## config.mk

```make
export PLATFORM = sky130hd
export DESIGN_NAME = pt_flush_tracker
export DESIGN_NICKNAME = d
export VERILOG_FILES = /design/src/rtl/pftk_pkg.sv /design/src/rtl/pftk_fill_decode.sv /design/src/rtl/pftk_slot.sv /design/src/rtl/pftk_flush_ctrl.sv /design/src/rtl/pt_flush_tracker.sv
export SDC_FILE = /design/constraint.sdc
export NUM_CORES = 2
export LEC_CHECK = 0
export BUFFER_PORTS_ARGS = -buffer_cell sky130_fd_sc_hd__buf_2
export CAP_MARGIN = 10
export CELL_PAD_IN_SITES_DETAIL_PLACEMENT = 1
export CELL_PAD_IN_SITES_GLOBAL_PLACEMENT = 1
export CORE_MARGIN = 3
export CORE_UTILIZATION = 25
export CTS_BUF_LIST = sky130_fd_sc_hd__clkbuf_4
export DETAILED_ROUTE_END_ITERATION = 8
export PLACE_DENSITY_LB_ADDON = 0.1
export SYNTH_ARGS = -nofsm -noshare
export SYNTH_HDL_FRONTEND = slang
export SYNTH_SLANG_ARGS = --single-unit
```

## constraint.sdc

```tcl
create_clock -name clk_i -period 2.3 [get_ports clk_i]
set_clock_uncertainty 0.2 [all_clocks]
set_input_delay 0.345 -clock clk_i [delete_from_list [all_inputs] [get_ports clk_i]]
set_output_delay 0.345 -clock clk_i [all_outputs]
set_load 0.1 [all_outputs]
```

## src/rtl/pftk_pkg.sv

```systemverilog
package pftk_pkg;
  // Byte-offset bits dropped from a physical address to form a word address.
  localparam int unsigned BYTE_OFS_W = 2;
  localparam int unsigned BE_W       = 1 << BYTE_OFS_W;

  typedef enum logic [1:0] {
    FL_NONE  = 2'd0,
    FL_STALE = 2'd1,
    FL_ALL   = 2'd2
  } flush_kind_e;
endpackage

```

## src/rtl/pftk_fill_decode.sv

```systemverilog
module pftk_fill_decode #(
  parameter int unsigned N_SLOTS = 16,
  parameter int unsigned SLOT_W  = 4
) (
  input  logic              en_i,
  input  logic [SLOT_W-1:0] idx_i,
  output logic [N_SLOTS-1:0] mask_o
);
  for (genvar g = 0; g < N_SLOTS; g++) begin : g_dec
    assign mask_o[g] = en_i && (idx_i == SLOT_W'(g));
  end

  always_comb begin
    assert ($onehot0(mask_o)) else $error("assert_fill_onehot_R2 failed");
  end
endmodule

```

## src/rtl/pftk_slot.sv

```systemverilog
module pftk_slot #(
  parameter int unsigned WA_W   = 30,
  parameter int unsigned BASE_W = 20
) (
  input  logic              clk_i,
  input  logic              rst_ni,
  input  logic              fill_hit_i,
  input  logic [WA_W-1:0]   fill_waddr_i,
  input  logic [BASE_W-1:0] fill_base_i,
  input  logic              wr_en_i,
  input  logic [WA_W-1:0]   wr_waddr_i,
  input  logic              flush_i,
  input  logic              flush_all_i,
  input  logic [BASE_W-1:0] cur_base_i,
  output logic              valid_o,
  output logic              stale_o,
  output logic              resident_o
);
  logic              valid_q, stale_q;
  logic [WA_W-1:0]   waddr_q;
  logic [BASE_W-1:0] base_q;
  logic              wr_hit, drop_now;

  assign wr_hit   = valid_q && wr_en_i && (waddr_q == wr_waddr_i);
  assign drop_now = flush_i && stale_q;

  always_ff @(posedge clk_i or negedge rst_ni) begin
    if (!rst_ni) begin
      valid_q <= 1'b0;
      stale_q <= 1'b0;
      waddr_q <= '0;
      base_q  <= '0;
    end else if (flush_all_i) begin
      valid_q <= 1'b0;
      stale_q <= 1'b0;
    end else if (fill_hit_i) begin
      valid_q <= 1'b1;
      stale_q <= 1'b0;
      waddr_q <= fill_waddr_i;
      base_q  <= fill_base_i;
    end else if (drop_now) begin
      valid_q <= 1'b0;
      stale_q <= 1'b0;
    end else if (wr_hit) begin
      stale_q <= 1'b1;
    end
  end

  assign valid_o    = valid_q;
  assign stale_o    = stale_q;
  assign resident_o = valid_q && (base_q == cur_base_i);

  // a fill always leaves a clean, valid slot
  assert_fill_clean_R7: assert property (@(posedge clk_i) disable iff (!rst_ni)
    fill_hit_i |=> (valid_o && !stale_o));
  // a stale slot is dropped by a selective flush
  assert_flush_drop_R6: assert property (@(posedge clk_i) disable iff (!rst_ni)
    (flush_i && stale_o && !fill_hit_i && !flush_all_i) |=> !valid_o);
  // a matching write marks the slot
  assert_mark_R3: assert property (@(posedge clk_i) disable iff (!rst_ni)
    (wr_hit && !fill_hit_i && !flush_all_i && !drop_now) |=> (stale_o && valid_o));
  // flush-all empties the slot
  assert_flush_all_R8: assert property (@(posedge clk_i) disable iff (!rst_ni)
    flush_all_i |=> (!valid_o && !stale_o));
  // a stale flag never outlives its entry
  assert_stale_valid_R6: assert property (@(posedge clk_i) disable iff (!rst_ni)
    stale_o |-> valid_o);
endmodule

```

## src/rtl/pftk_flush_ctrl.sv

```systemverilog
module pftk_flush_ctrl
  import pftk_pkg::*;
#(
  parameter int unsigned N_SLOTS = 16
) (
  input  logic               clk_i,
  input  logic               rst_ni,
  input  logic               flush_i,
  input  logic               flush_all_i,
  input  logic [N_SLOTS-1:0] stale_vec_i,
  input  logic [N_SLOTS-1:0] fill_mask_i,
  output logic               inval_valid_o,
  output logic [N_SLOTS-1:0] inval_vec_o
);
  flush_kind_e       kind;
  logic [N_SLOTS-1:0] vec_d;

  always_comb begin
    if (flush_all_i)  kind = FL_ALL;
    else if (flush_i) kind = FL_STALE;
    else              kind = FL_NONE;
  end

  always_comb begin
    unique case (kind)
      FL_ALL:   vec_d = '1;
      FL_STALE: vec_d = stale_vec_i & ~fill_mask_i;
      default:  vec_d = '0;
    endcase
  end

  always_ff @(posedge clk_i or negedge rst_ni) begin
    if (!rst_ni) begin
      inval_valid_o <= 1'b0;
      inval_vec_o   <= '0;
    end else begin
      inval_valid_o <= (kind != FL_NONE);
      inval_vec_o   <= vec_d;
    end
  end

  // quiet vector outside a flush pulse
  assert_vec_quiet_R12: assert property (@(posedge clk_i) disable iff (!rst_ni)
    !inval_valid_o |-> (inval_vec_o == '0));
  // flush-all reports every entry
  assert_all_ones_R8: assert property (@(posedge clk_i) disable iff (!rst_ni)
    flush_all_i |=> (inval_valid_o && (&inval_vec_o)));
  // a slot refilled during the flush is not reported
  assert_refill_spared_R10: assert property (@(posedge clk_i) disable iff (!rst_ni)
    (flush_i && !flush_all_i) |=> ((inval_vec_o & $past(fill_mask_i)) == '0));
endmodule

```

## src/rtl/pt_flush_tracker.sv

```systemverilog
module pt_flush_tracker
  import pftk_pkg::*;
#(
  parameter int unsigned N_SLOTS = 16,
  parameter int unsigned PADDR_W = 32,
  parameter int unsigned BASE_W  = 20,
  localparam int unsigned SLOT_W = (N_SLOTS > 1) ? $clog2(N_SLOTS) : 1,
  localparam int unsigned WA_W   = PADDR_W - BYTE_OFS_W
) (
  input  logic               clk_i,
  input  logic               rst_ni,
  input  logic               fill_valid_i,
  output logic               fill_ready_o,
  input  logic [SLOT_W-1:0]  fill_slot_i,
  input  logic [WA_W-1:0]    fill_waddr_i,
  input  logic [BASE_W-1:0]  fill_base_i,
  input  logic               wr_valid_i,
  output logic               wr_ready_o,
  input  logic [WA_W-1:0]    wr_waddr_i,
  input  logic [BE_W-1:0]    wr_be_i,
  input  logic               flush_i,
  input  logic               flush_all_i,
  input  logic [BASE_W-1:0]  cur_base_i,
  output logic               inval_valid_o,
  output logic [N_SLOTS-1:0] inval_vec_o,
  output logic [N_SLOTS-1:0] resident_o
);
  logic               fill_acc, wr_en;
  logic [N_SLOTS-1:0] fill_mask, valid_vec, stale_vec;

  assign fill_ready_o = !flush_all_i;
  assign wr_ready_o   = 1'b1;
  assign fill_acc     = fill_valid_i && fill_ready_o;
  assign wr_en        = wr_valid_i && (|wr_be_i);

  pftk_fill_decode #(.N_SLOTS(N_SLOTS), .SLOT_W(SLOT_W)) u_dec (
    .en_i  (fill_acc),
    .idx_i (fill_slot_i),
    .mask_o(fill_mask)
  );

  for (genvar s = 0; s < N_SLOTS; s++) begin : g_slot
    pftk_slot #(.WA_W(WA_W), .BASE_W(BASE_W)) u_slot (
      .clk_i       (clk_i),
      .rst_ni      (rst_ni),
      .fill_hit_i  (fill_mask[s]),
      .fill_waddr_i(fill_waddr_i),
      .fill_base_i (fill_base_i),
      .wr_en_i     (wr_en),
      .wr_waddr_i  (wr_waddr_i),
      .flush_i     (flush_i),
      .flush_all_i (flush_all_i),
      .cur_base_i  (cur_base_i),
      .valid_o     (valid_vec[s]),
      .stale_o     (stale_vec[s]),
      .resident_o  (resident_o[s])
    );
  end

  pftk_flush_ctrl #(.N_SLOTS(N_SLOTS)) u_flush (
    .clk_i        (clk_i),
    .rst_ni       (rst_ni),
    .flush_i      (flush_i),
    .flush_all_i  (flush_all_i),
    .stale_vec_i  (stale_vec),
    .fill_mask_i  (fill_mask),
    .inval_valid_o(inval_valid_o),
    .inval_vec_o  (inval_vec_o)
  );

  // residency is a subset of valid slots
  assert_resident_valid_R11: assert property (@(posedge clk_i) disable iff (!rst_ni)
    (resident_o & ~valid_vec) == '0);
  // write port never stalls
  assert_wr_ready_R12: assert property (@(posedge clk_i) disable iff (!rst_ni)
    wr_valid_i |-> wr_ready_o);
endmodule

```

==> PnR_summary.wiki <==
{| class="wikitable"
! Metric !! Value
|-
| Internal power || 30100 uW
|-
| Placed wire-length estimate || 108 mm
|-
| CP startpoint kind || flip-flop
|-
| Die Ht || 411 um
|-
| Setup CP Type || flip-flop to primary output
|-
| Clock slew at reported path FFs || 0.05 ns
|-
| Count of endpoints failing setup in the final report || 37
|-
| Number of antenna violations at the first check in global routing || 12
|-
| Reg power frac || 45.4%
|-
| Num Clock Sinks || 849
|-
| Final Hold Viols || 0
|-
| Pin slew with the least headroom to its limit || 0.941 ns
|-
| Fillcell total || 17396
|-
| Flop and latch count out of synthesis || 849
|-
| Vias in the first global route || 32459
|-
| Max-Slew Margin vs Limit || 37.0%
|-
| Post-Route WL || 173 mm
|-
| Initial core utilization || 25.4%
|-
| Setup TNS Final || -19.49 ns
|-
| All-Layer GR Usage || 20.5%
|-
| Count of distinct cell types in the synthesized netlist || 31
|-
| Comb pwr share || 21.0%
|-
| Hold/Removal Path Class || primary input to flip-flop
|-
| Violated checks || setup timing
|-
| Clk_lat worst skew || 1.25 ns
|-
| Cell Area, Synth || 41000 um2
|-
| Data arrival time of the critical path || 3.03 ns
|-
| Warning count from the yosys run || 0
|-
| Die boundary width || 411 um
|-
| Number of primary I/O pins || 149
|-
| DR pass1 iterations || 5
|-
| Proportion of layout cells with a drive suffix above 1 || 41.5%
|-
| Element type at the critical path end || primary output
|-
| Fraction of power consumed by the clock network || 33.6%
|-
| Worst hold slack across all endpoints || 0.145 ns
|-
| Clock tree root driver cell || clkbuf_4
|-
| Post-Synthesis Net Count || 3347
|-
| P per Cell Area || 815 nW/um2
|-
| Setup repair after global routing missed its margin || true
|-
| Shortest period the worst path allows || 3.58 ns
|-
| Growth of design area from synthesis to finish || 29.7%
|-
| Status || complete, but fails checks
|-
| Number of H-tree levels || 5
|-
| Mapped Cells || 3233
|-
| Max VDD drop || 467 uV
|-
| Core footprint || 162000 um2
|-
| Max-Cap Viols || 0
|-
| First-pass GRT wire length || 246 mm
|-
| Maximum fanout count along the critical path || 2
|-
| Net total in the final layout || 4052
|-
| Overall Power || 43300 uW
|-
| Detail Route Antenna Nets || 0
|-
| Via count || 28965
|-
| Overflow left after global routing || 0
|-
| Initial DRC count || 1153
|-
| Pins over their slew limit || 0
|-
| Average wire per standard cell || 27.7 um
|-
| Post-route DRC violation count || 0
|-
| Required time worst endpoint || 1.75 ns
|-
| Row cnt || 147
|-
| CTS max path bufs || 4
|-
| Routed via count divided by cell count || 4.63
|-
| Highest clock rate || 0.279 GHz
|-
| Final clock period utilization by the worst path || 156%
|-
| Total net switching power || 13200 uW
|-
| Register area share after synthesis || 51.8%
|-
| Pin count of the biggest net entering global routing || 74
|-
| Minimum setup slack in the final design || -1.28 ns
|-
| Total clock buffers created by CTS || 274
|-
| Clock tree from TritonCTS || done
|-
| Switching part of the total power || 30.5%
|-
| DIE AREA || 169000 um2
|-
| Post-route core utilization || 32.9%
|-
| Count of input and output buffers || 147
|-
| Per-instance average area after synthesis || 12.7 um2
|-
| Routability Congestion || 0.778
|-
| Leakage power || 0.0233 uW
|}
## cells in the mapped netlist (all sizes together)
cell / number / area (um2)
a21oi: 26 / 130
and3: 1 / 6.26
and4: 1 / 8.76
buf: 155 / 885
clkbuf: 110 / 413
conb: 1 / 3.75
dfrtp: 849 / 21200
inv: 2 / 7.51
mux2: 750 / 8450
nand2: 204 / 781
nand2b: 2 / 12.5
nand3: 33 / 165
nand4: 140 / 876
nand4b: 1 / 15.0
nand4bb: 1 / 11.3
nor2: 13 / 66.3
nor2b: 2 / 12.5
nor4: 116 / 726
nor4b: 1 / 23.8
nor4bb: 2 / 20.0
o21ai: 21 / 105
o41ai: 1 / 8.76
or4b: 1 / 13.8
xnor2: 520 / 4550
xor2: 280 / 2450
## timing repair
action                                   CTS  global route
endpoints found under the setup margin    33           118
endpoints found under the hold margin   1698             8
gates resized for setup                  111            29
gates cloned                               0             1
hold buffers                             215             1
pin swaps                                 31            26
setup buffers                              0             8
## cell usage in the layout, fill, tap and decap left out, drive strengths merged, types with 2 or more instances in the layout
cell type,Yosys,routed
nand2,204,204
dfrtp,849,849
mux2,750,750
nand2b,2,2
diode,0,10
nand3,33,33
xnor2,520,520
nor2b,2,2
xor2,280,280
dlymetal6s4s,0,2
clkinv,0,41
nor4bb,2,2
inv,2,4
a21oi,26,26
nor4,116,116
nor2,13,13
nand4,140,140
dlygate4sd3,0,210
o21ai,21,21
clkbuf,110,385
buf,155,480
## per-stage QoR
step / cells / setup slack, ns / cell area, um2
after floorplan: 3233 / 0.0261 / 41000
after global placement: 5599 / -0.761 / 47200
after detailed placement: 5599 / -0.733 / 47200
after CTS: 6240 / -1.52 / 52900
after global routing: 6255 / -1.51 / 53100
final: 6258 / -1.28 / 53100
## worst max-delay path: stages (launching register included)
cell     delay (ns)
dfrtp_1        0.38
xor2_1         0.16
nor4_2         0.36
buf_4          0.17
nand4_1        0.19
nor4_2         0.22
buf_4          0.17
buf_12         0.16
## power by group through the flow
stage          logic [uW]  registers (uW)  clock network (uW)
3_3_place_gp         8460           19700                   0
4_1_cts              9220           19700               15300
3_5_place_dp         8680           19900                   0
5_1_grt              9890           20000               16100
2_1_floorplan        5640           19500                   0
6_report             9100           19700               14600
## worst paths after layout
path                                               start                            end  slack [ns]  cells after the start
setup / recovery            g_slot[13].u_slot.base_q[16]                 resident_o[13]       -1.28                      7
hold / removal                            fill_slot_i[0]        u_flush.inval_vec_o[13]        0.15                      6
setup reg to reg            g_slot[0].u_slot.waddr_q[12]       g_slot[0].u_slot.stale_o        0.09                      7
hold reg to reg            g_slot[14].u_slot.waddr_q[28]  g_slot[14].u_slot.waddr_q[28]        0.30                      2
max in group asynchronous                         rst_ni  g_slot[12].u_slot.waddr_q[27]        0.52                      7
min in group asynchronous                         rst_ni     g_slot[4].u_slot.base_q[8]        0.56                      5
## sequential cells by signal, indices dropped and copies added (netlist names)
register	count
u_flush.inval_valid_o	1
g_slot.u_slot.stale_o	16
g_slot.u_slot.valid_o	16
u_flush.inval_vec_o	16
g_slot.u_slot.waddr_q	480
g_slot.u_slot.base_q	320
## area by class of cell
class / count / area (um2) / area share, %
Multi-Input combinational cell: 2117 / 18900 / 35.6
Clock buffer: 383 / 2880 / 5.41
Clock inverter: 43 / 164 / 0.308
Antenna cell: 10 / 25.0 / 0.0471
Tap cell: 2160 / 2700 / 5.09
Inverter: 2 / 7.51 / 0.0141
Timing Repair Buffer: 694 / 7180 / 13.5
Sequential cell: 849 / 21300 / 40.0
## layer usage
metal | wire [um] | vias up | track usage [%]
met5 | 26 | - | 0
met1 | 74700 | 15448 | 25.5
met2 | 87700 | 589 | 36.1
met3 | 5820 | 321 | 3.38
li1 | - | 12603 | -
met4 | 4880 | 4 | 6.50
## kinds of logic (layout without fill, tap and decap cells)
kind of cell | count (synthesis) | in the layout | synth area share (%)
XOR/XNOR | 800 | 800 | 17.1
multiplexers | 750 | 750 | 20.6
buffers and inverters | 267 | 1122 | 3.18
flip-flops | 849 | 849 | 51.8
AO/OA/AOI/OAI | 48 | 48 | 0.595
other | 1 | 11 | 0.00915
AND/OR/NAND/NOR | 518 | 518 | 6.68
(Power assumes the default switching activity.)
